`config.mk`:
```
export PLATFORM = sky130hd
export DESIGN_NAME = hl_vcount
export DESIGN_NICKNAME = d
export VERILOG_FILES = /design/src/rtl/hl_vcount.sv
export SDC_FILE = /design/constraint.sdc
export NUM_CORES = 1
export LEC_CHECK = 0
export BUFFER_PORTS_ARGS = -buffer_cell sky130_fd_sc_hd__buf_2
export CAP_MARGIN = 20
export CORE_MARGIN = 2
export CORE_UTILIZATION = 45
export DETAILED_ROUTE_END_ITERATION = 12
export PLACE_DENSITY = 0.66
export SKIP_LAST_GASP = 1
export SYNTH_ARGS = -nofsm -noshare
export SYNTH_HDL_FRONTEND = slang
export SYNTH_SLANG_ARGS = --single-unit
export TNS_END_PERCENT = 100
```
`constraint.sdc`:
```
create_clock -name clk -period 6.65 [get_ports clk]
set_input_delay 0.665 -clock clk [delete_from_list [all_inputs] [get_ports clk]]
set_output_delay 0.665 -clock clk [all_outputs]
set_load 0.01 [all_outputs]
```
`src/rtl/hl_vcount.sv`:
```
module hl_vcount #(
  parameter int CNT_W       = 12,
  parameter int NTSC_HALVES = 525,
  parameter int PAL_HALVES  = 625
) (
  input  logic             clk,
  input  logic             rst_n,
  input  logic             hl_tick,
  input  logic             std_pal,
  input  logic [CNT_W-2:0] vint_cmp,
  input  logic             vint_en,
  output logic [CNT_W-1:0] vcount,
  output logic             lower_field,
  output logic             vint_pulse,
  output logic             field_done
);
  localparam int LOW_W = CNT_W - 1;

  logic [LOW_W-1:0] pos_inc, limit;
  logic [CNT_W-1:0] vcount_d;
  logic             wrap, hit;

  assign pos_inc  = vcount[LOW_W-1:0] + 1'b1;
  assign limit    = std_pal ? LOW_W'(PAL_HALVES) : LOW_W'(NTSC_HALVES);
  assign wrap     = pos_inc >= limit;
  assign vcount_d = wrap ? {~vcount[CNT_W-1], {LOW_W{1'b0}}}
                         : {vcount[CNT_W-1], pos_inc};
  assign hit      = vint_en && (vint_cmp != '0) && (vcount_d[LOW_W-1:0] == vint_cmp);
  assign lower_field = vcount[CNT_W-1];

  always_ff @(posedge clk) begin
    if (!rst_n) begin
      vcount     <= '0;
      vint_pulse <= 1'b0;
      field_done <= 1'b0;
    end else begin
      vint_pulse <= hl_tick && hit;
      field_done <= hl_tick && wrap;
      if (hl_tick) vcount <= vcount_d;
    end
  end


  hold_chk: assert property (@(posedge clk) disable iff (!rst_n)
    !hl_tick |=> (vcount == $past(vcount)) && !vint_pulse && !field_done);


  step_chk: assert property (@(posedge clk) disable iff (!rst_n)
    hl_tick |=> (vcount[LOW_W-1:0] == '0) ||
                ((vcount[LOW_W-1:0] == LOW_W'($past(vcount[LOW_W-1:0]) + 1'b1)) &&
                 (vcount[CNT_W-1] == $past(vcount[CNT_W-1]))));


  wrap_chk: assert property (@(posedge clk) disable iff (!rst_n)
    field_done |-> (vcount[LOW_W-1:0] == '0) && (vcount[CNT_W-1] != $past(vcount[CNT_W-1])));


  vint_chk: assert property (@(posedge clk) disable iff (!rst_n)
    vint_pulse |-> (vcount[LOW_W-1:0] == $past(vint_cmp)) && $past(vint_en) &&
                   (vcount[LOW_W-1:0] != '0));


  field_flag_chk: assert property (@(posedge clk) disable iff (!rst_n)
    lower_field == vcount[CNT_W-1]);
endmodule

```
## Yosys cells after proc, flatten, opt, wreduce, memory -nomap -nowiden

Cells that the tools add are included.

| storage, ports and cells | value |
|---|---|
| memories | 0 |
| bits in read-only memories | 0 |
| register bits after elaboration | 14 |
| latch bits | 0 |
| RAM bits | 0 |
| logic and storage cells | 16 |

| operators by class | value |
|---|---|
| bitwise logic cells | 1 |
| $add $sub $neg | 1 |
| divide/modulo/power cells | 0 |
| multiplexer cells | 2 |
| reductions and logical operators | 6 |
| multiply operators | 0 |
| shifts and indexed selects | 0 |
| eq/ne operators | 1 |
| order comparisons | 1 |

Operators with widths:

| kind | number |
|---|---|
| 11-bit by 1-bit adder with 11-bit output, second input constant | 1 |
| 11-bit equality test | 1 |
| 11-bit by 10-bit >= comparator with 1-bit output | 1 |
| 11-bit 2-to-1 mux | 1 |
| 11-bit nonzero test | 1 |
| 7-bit 2-to-1 mux | 1 |
| 1-bit logical AND | 4 |
| 2-bit AND reduction | 1 |
| 1-bit inverter | 1 |

## Longest topological paths before layout

Gate-level depths: netlist of the first run.

| depth | value |
|---|---|
| depth in word-level cells | 6 |
| mapped depth | 13 |
| depth with buffers taken out | 11 |

## Worst setup path before layout of the first run

OpenSTA, ideal clock, no wires.

| timing path | value |
|---|---|
| kind | flip-flop to flip-flop |
| start point | register vcount[0] |
| end point | register vint_pulse |
| path buffers | 0 |
| stages on the path, launching flop included | 12 |
| slack | 3.747 ns |
| data arrival time | 2.842 ns |
| library setup time | 0.061 ns |
| cell sequence | dfxtp_1 ha_1 nand3_2 nor2_1 xnor2_1 inv_1 ha_1 a21oi_1 a41oi_2 or4_1 a32oi_1 and4bb_1 |

| on the way | value |
|---|---|
| longest elaborated chain between the ends | 6 |

RTL lines:

| item | line | RTL |
|---|---|---|
| start, declared | 12 | `output logic [CNT_W-1:0] vcount,` |
| start signal, assigned | 39 | `if (hl_tick) vcount <= vcount_d;` |
| 11-bit by 1-bit adder with 11-bit output * | 23 | `assign pos_inc = vcount[LOW_W-1:0] + 1'b1;` |
| 11-bit by 10-bit >= comparator with 1-bit output | 25 | `assign wrap = pos_inc >= limit;` |
| 11-bit 2-to-1 mux * | 26 | `assign vcount_d = wrap ? {~vcount[CNT_W-1], {LOW_W{1'b0}}}` |
| 11-bit equality test * | 28 | `assign hit = vint_en && (vint_cmp != '0) && (vcount_d[LOW_W-1:0] == vint_cmp);` |
| 1-bit logical AND * | 28 |  |
| 1-bit logical AND * | 37 | `vint_pulse <= hl_tick && hit;` |
| end signal, assigned | 37 |  |
| end, declared | 14 | `output logic vint_pulse,` |

Every way passes the cells marked *; elsewhere a longest branch is shown, timed or not.
A chain may end at the register's enable or synchronous reset.

## Final worst setup path of the first run

Same ends and word-level chain as after synthesis.

==> run metrics, run 1 <==
design area=1394 µm²; r2r worst-path depth=11; Crit. End Element=flop; R2R Setup Slk=2.86 ns; CTS Root Buffer Type=clkbuf_4; Compound-Gate Fraction of Synth Area=20.63%; die height=56.18 µm; total gr overflow=0; share of cells above drive strength 1=23.16%; Comb power frac=17.0%; worst r2r dst=vint_pulse$_SDFF_PN0_; Ant. Diodes=0; Hold Path Class=flop to flop; fin crit share=57.04%; antenna-violating nets left=0; worst vdd ir=133.2 µV; Layout fillers=256; global-route wire length before repair=5.216 mm; vias per inst=5.783; full die area=3156 µm²; total setup buffers inserted after CTS=0; Pint=0.1182 mW; CTS resizes=0; ys flop type=dfxtp_1; Flop pwr share=53.5%; CTS tree=yes; CP startpoint=vcount[0]$_SDFFE_PN0P_; Clock Tree Buf Depth=2; FP Rows=18; Synth Warn #=0; drt total wl=3.125 mm; CTS sink count=14; post-synth cell types=48; crit path max-delay cell type=nor2_1; Starting Density=48.56%; largest net degree at the start of global routing=23; RSZ-0062 raised after global routing=false; dpl hpwl=2.343 mm; leakage power=0.5735 nW; critical path fanouts, max=13; switching part of the total power=26.99%; Clk pin slew, worst setup/hold paths=0.08 ns; Slew HR=37.32%; I/O Buffers=30; r2r startpoint=vcount[0]$_SDFFE_PN0P_; fin nets=202; Setup Viol. Count Final=0; max frequency=0.2636 GHz; Core ar.=2522 µm²; crit path cell chain=ha_1 -> nand3_2 -> nor2_1 -> xnor2_1 -> inv_1 -> ha_1 -> a21oi_1 -> a41oi_2 -> nor2_1 -> mux2i_1 -> and4bb_1; setup TNS=0 ns; Worst Tran Pin Value=0.9367 ns; hold buffer count at CTS=0; largest family of logic cells by synthesized area=simple AND/OR/NAND/NOR gates; post-synth net total=175; minimum clock period=3.793 ns; die width=56.18 µm; worst path required time=6.83 ns; outcome=finished clean; post-synthesis xor/xnor area fraction=11.24%; Post-synth EDFFs=0; Remaining DRCs=0; 1st-iter DRT viols=30; WL/cell=15.10 µm; Clk pwr share=29.4%; Final Hold Slack=0.5425 ns; flops & latches, synth=14; Num CTS Buffers=3; CP max stage delay=0.83 ns; post-synthesis mux area share=0.8172%; CP arrival=3.97 ns; Finished Core Util=55.26%; Seq/Total Area, Yosys=22.88%; syn avg cell area=8.059 µm²; Crit path max-delay family=simple AND/OR/NAND/NOR gates; Worst Setup Start Kind=flop; Post-Syn Instances=152; Hold Vio Cnt, Final=0; I/O pin count=31; crit path kind=flop to flop; Post-Place Cell Area=1371 µm²; clk_lat worst skew=0.28 ns; initial antenna violation count=0; Psw=0.04368 mW; Pwr Density=116.1 nW/µm²; # Max-Cap Violations=0; Total GRT Usage=20.98%; simple-gate share of the synthesized area=31.77%; Final Skew=0.003253 ns; HP Start=vcount[5]$_SDFFE_PN0P_; Layout area overhead=13.79%; hold endpoint=vcount[5]$_SDFFE_PN0P_; Tot Pwr=0.1619 mW; 1st-pass router iterations=4; htree depth=1; hold depth=2; buffer and inverter count on the worst path=1; Mapped Area=1225 µm²; Via Count=1197; final slew viol count=0; async set or reset register ratio after synthesis=0%; Adder-Cell Fraction of Synth Area=7.150%; number of global-route vias before repair=1085; placer's final routability congestion estimate=0.8899
-- synth_stat cells (all sizes together), types with 3 or more instances --
master	instances	area, µm²
o22ai	3	18.77
nor2	17	63.81
clkbuf	3	11.26
nor3	3	25.02
dfxtp	14	280.3
a21boi	7	52.55
o31ai	4	30.03
nand2	10	37.54
o21ai	5	25.02
nand2b	5	31.28
nand4b	3	26.28
buf	5	30.02
inv	7	26.28
nand3	12	65.06
xnor2	12	112.6
ha	7	87.58
nand3b	3	22.52
-- layer usage --
| metal | up-vias | global-route usage [%] | share of wire, % |
|---|---|---|---|
| li1 | 605 | - | - |
| met3 | 5 | 4.651 | 5.2 |
| met1 | 558 | 29.24 | 50 |
| met5 | - | 0 | 0 |
| met2 | 29 | 32.77 | 43 |
| met4 | 0 | 5.102 | 0.96 |
-- cell type report --
type / instances / area, µm² / area share (%)
inverters: 7 / 26.28 / 1.885
flip-flops and latches: 14 / 280.3 / 20.11
clock buffers: 3 / 22.52 / 1.616
multi-input cells: 123 / 877.1 / 62.93
well taps: 30 / 37.54 / 2.693
repair buffers: 30 / 150.1 / 10.77
-- how the worst max path moves through the flow --
| stage | to | slack, ns | cells after the start |
|---|---|---|---|
| floorplan | vint_pulse$_SDFF_PN0_ | 3.75 | 11 |
| global placement | vint_pulse$_SDFF_PN0_ | 3.06 | 11 |
| detailed placement | vint_pulse$_SDFF_PN0_ | 2.91 | 11 |
| CTS | vint_pulse$_SDFF_PN0_ | 2.89 | 11 |
| global route | vint_pulse$_SDFF_PN0_ | 2.55 | 11 |
| finish | vint_pulse$_SDFF_PN0_ | 2.86 | 11 |
-- through the flow --
step                      std cells  setup WS (ns)
after global routing            207          2.548
after detailed placement        204          2.907
after CTS                       207          2.888
after floorplan                 152          3.747
final                           207          2.857
after global placement          204          3.056
-- registers in the layout, indices dropped and copies added (netlist names) --
signal      cells
field_done      1
vint_pulse      1
vcount         12
-- tightest hold or removal path, delay by kind of cell (launching register included) --
| kind | cells | cell delay (ns) |
|---|---|---|
| AND/OR/NAND/NOR | 1 | 0.07 |
| AO/OA/AOI/OAI | 1 | 0.06 |
| flip-flops | 1 | 0.36 |
-- power groups by stage --
stage	Combinational [mW]	Sequential, mW	Clock [mW]
final	0.0276	0.0866	0.0476
after global routing	0.0310	0.0869	0.0538
after CTS	0.0275	0.0866	0.0513
after detailed placement	0.0274	0.0886	0
after global placement	0.0270	0.0883	0
after floorplan	0.0160	0.0884	0
-- cells in the final DEF, fill, tap and decap left out, drive strengths merged, types with 2 or more instances in the layout --
master	Yosys	layout
buf	5	30
nor2	17	17
dfxtp	14	14
xnor2	12	12
nand3	12	12
nand2	10	10
inv	7	7
ha	7	7
a21boi	7	7
o21ai	5	5
nand2b	5	5
o31ai	4	4
nand3b	3	3
nand4b	3	3
o22ai	3	3
clkbuf	3	3
nor3	3	3
nand4	2	2
a21oi	2	2
nor2b	2	2
a32oi	2	2
o31a	2	2
nor3b	2	2
xor2	2	2
nor4	2	2
nor4b	2	2
-- cell families (layout without fill, tap and decap cells) --
| family | Yosys count | count (layout) |
|---|---|---|
| mux | 1 | 1 |
| xor+xnor | 14 | 14 |
| buf+inv | 15 | 40 |
| fa+ha+maj | 7 | 7 |
| compound gates | 34 | 34 |
| flops | 14 | 14 |
| simple gates | 67 | 67 |
Note: power is estimated with default switching activity, not from simulation.
==> run 2, diff against run 1 <==
--- a/config.mk
+++ b/config.mk
@@ -5,12 +5,13 @@
 export SDC_FILE = /design/constraint.sdc
 export NUM_CORES = 1
 export LEC_CHECK = 0
+export ABC_AREA = 1
 export BUFFER_PORTS_ARGS = -buffer_cell sky130_fd_sc_hd__buf_2
 export CAP_MARGIN = 20
 export CORE_MARGIN = 2
 export CORE_UTILIZATION = 45
 export DETAILED_ROUTE_END_ITERATION = 12
-export PLACE_DENSITY = 0.66
+export PLACE_DENSITY = 0.7
 export SKIP_LAST_GASP = 1
 export SYNTH_ARGS = -nofsm -noshare
 export SYNTH_HDL_FRONTEND = slang
==> constraint.sdc (replaced) <==
create_clock -name clk -period 3.4 [get_ports clk]
set_input_delay 0.34 -clock clk [delete_from_list [all_inputs] [get_ports clk]]
set_output_delay 0.34 -clock clk [all_outputs]
set_load 0.01 [all_outputs]
==> run metrics, run 2 <==
outcome=finished clean; Via Count=1242 (+3.8%); flops & latches, synth=14 (unchanged); Slew HR=73.55% (+36 points); antenna-violating nets left=0 (unchanged); FP Rows=18 (unchanged); most frequent cells in the layout=nand2_1, buf_2, inv_1, nand3_1, dfxtp_1; final slew viol count=0 (unchanged); Pwr Density=257.3 nW/µm² (+120%); Ant. Diodes=0 (unchanged); worst path required time=3.62 ns (-3.21 ns); placer's final routability congestion estimate=0.8764 (-1.5%); htree depth=1 (unchanged); CP max stage delay=0.40 ns (-0.43 ns); Yosys top cell by area=dfxtp_1; Comb power frac=16.3% (-0.7 points); Hold Vio Cnt, Final=0 (unchanged); CTS resizes=0 (unchanged); Tot Pwr=0.3436 mW (+110%); I/O pin count=31 (unchanged); Final Hold Slack=0.3475 ns (-0.1949 ns); Post-Syn Instances=172 (+13%); die height=54.11 µm (-3.7%); total gr overflow=0 (unchanged); full die area=2927 µm² (-7.2%); Layout area overhead=18.16%; Clk pwr share=34.7% (+5.3 points); Flop pwr share=49.0% (-4.5 points); Layout fillers=249 (-2.7%); max frequency=0.3489 GHz (+32%); most common library cells after synthesis=nand2_1, inv_1, nand3_1; Post-Place Cell Area=1299 µm² (-5.3%); synth top area cells=dfxtp_1, nand2_1, inv_1; Pint=0.2533 mW (+110%); Post-synth EDFFs=0 (unchanged); share of cells above drive strength 1=26.60% (+3.4 points); critical path fanouts, max=7 (-6); RSZ-0062 raised after global routing=false; design area=1335 µm² (-4.2%); most common cell in the netlist=nand2_1; # Max-Cap Violations=0 (unchanged); CP arrival=3.09 ns (-0.88 ns); minimum clock period=2.866 ns (-0.9274 ns); Seq/Total Area, Yosys=24.81% (+1.9 points); largest net degree at the start of global routing=15 (-35%); clk_lat worst skew=0.28 ns (about the same); worst vdd ir=232.5 µV (+75%); crit path max-delay cell type=dfxtp_1; dpl hpwl=2.357 mm (+0.59%); WL/cell=12.37 µm (-18%); crit path kind=flop to flop; initial antenna violation count=0 (unchanged); post-synth cell types=27 (-44%); Reg with most FFs=vcount; vias per inst=5.330 (-7.8%); Setup Viol. Count Final=0 (unchanged); FF+latch area=280.3 µm² (unchanged); global-route wire length before repair=4.671 mm (-10%); number of global-route vias before repair=1113 (+2.6%); Starting Density=46.45% (-2.1 points); most common cell after layout, fill and taps aside=nand2_1; total setup buffers inserted after CTS=0 (unchanged); setup TNS=0 ns (unchanged); post-synth net total=195 (+11%); post-synth top area share=24.81% (+1.9 points); hold buffer count at CTS=0 (unchanged); drt total wl=2.883 mm (-7.7%); Psw=0.09022 mW (+110%); CTS tree=yes; switching part of the total power=26.26% (-0.73 points); CTS Root Buffer Type=clkbuf_4; Clock Tree Buf Depth=2 (unchanged); 1st-pass router iterations=4 (unchanged); Final Skew=0.002120 ns (-0.001133 ns); async set or reset register ratio after synthesis=0% (unchanged); fin crit share=84.29% (+27 points); Hold Path Class=primary input to flop; Worst Tran Pin Value=0.3954 ns (-0.5413 ns); CTS sink count=14 (unchanged); area occupied by multi-input gates=725.7 µm² (-17%); Top cell by count, worst path=nand2_1; Synth Warn #=0 (unchanged); Largest regs=vcount x12, field_done x1, vint_pulse x1; Core ar.=2432 µm² (-3.6%); number of flip-flops in the largest register=12 (unchanged); die width=54.11 µm (-3.7%); I/O Buffers=30 (unchanged); Mapped Area=1130 µm² (-7.8%); ys flop type=dfxtp_1; crit path cell chain=inv_2 -> nor2_2 -> nand3_1 -> xor2_1 -> ha_1 -> nand2_1 -> inv_1 -> nand2_1 -> nand2_1 -> a21oi_1 -> nand3_2 -> a21boi_4 -> nand2_1 -> xor2_1 -> nand3_1 -> nor2_2; leakage power=0.6988 nW (+22%); Remaining DRCs=0 (unchanged); Worst Setup Start Kind=flop; Total GRT Usage=21.92% (+0.94 points); Clk pin slew, worst setup/hold paths=0.08 ns (about the same); syn avg cell area=6.569 µm² (-18%); fin nets=227 (+12%); Num CTS Buffers=3 (unchanged); Crit. End Element=flop; 1st-iter DRT viols=27 (-10%)
[run 2: area by class of cell]
type / instances / share of cell area (%)
Multi-Input combinational cell: 127 / 54.36
Tap cell: 30 / 2.812
Timing Repair Buffer: 30 / 11.25
Clock buffer: 4 / 2.718
Sequential cell: 14 / 20.99
Inverter: 28 / 7.873
[run 2: stage by stage]
| step | utilization [%] | instances | worst slack [ns] |
|---|---|---|---|
| 4_1_cts | 54.89 | 233 | 0.5380 |
| 3_3_place_gp | 53.40 | 229 | 0.7442 |
| 2_1_floorplan | - | 172 | 0.8452 |
| 3_5_place_dp | 53.40 | 229 | 0.5787 |
| 5_1_grt | 54.89 | 233 | 0.2577 |
| 6_report | 54.89 | 233 | 0.5342 |
[run 2: power by group through the flow]
stage	registers (mW)	logic, mW	clock network, mW
final	0.168	0.0560	0.119
after floorplan	0.173	0.0325	0
after global placement	0.172	0.0538	0
after detailed placement	0.172	0.0552	0
after CTS	0.168	0.0556	0.123
after global routing	0.169	0.0628	0.132
[run 2: path summary, 6_finish.rpt]
| kind | from | endpoint | slack [ns] | cells past startpoint |
|---|---|---|---|---|
| setup / recovery | vcount[0]$_SDFFE_PN0P_ | vint_pulse$_SDFF_PN0_ | 0.53 | 16 |
| hold / removal | rst_n | vcount[11]$_SDFFE_PN0P_ | 0.35 | 3 |
| setup reg to reg | vcount[0]$_SDFFE_PN0P_ | vint_pulse$_SDFF_PN0_ | 0.53 | 16 |
| hold reg to reg | vcount[11]$_SDFFE_PN0P_ | vcount[11]$_SDFFE_PN0P_ | 0.48 | 1 |
[run 2: kinds of logic (layout without fill, tap and decap cells)]
family                     count (synthesis)  count (layout)  share of synthesized area, %
DFF                                       14              14                         24.81
and+or+nand+nor                           96              96                         41.42
AOI/OAI and AO/OA                         20              20                         11.96
buffers and inverters                     31              62                         10.96
xor gates and xnor gates                   4               4                         3.100
adders and majority gates                  7               7                         7.752
[run 2: per-layer routing]
metal	up-vias	track usage, %	share of wire, %
met4	0	7.083	1.8
met5	-	0	0
met1	569	25.59	45
met3	6	5.278	4.7
li1	627	-	-
met2	40	39.02	49
[run 2: critical path: cells and delay by family, from the launching register on]
family / cells / cell delay, ns
AOI/OAI and AO/OA: 2 / 0.42
xor gates and xnor gates: 2 / 0.51
adders and majority gates: 1 / 0.31
buffers and inverters: 2 / 0.13
DFF: 1 / 0.40
and+or+nand+nor: 9 / 1.03
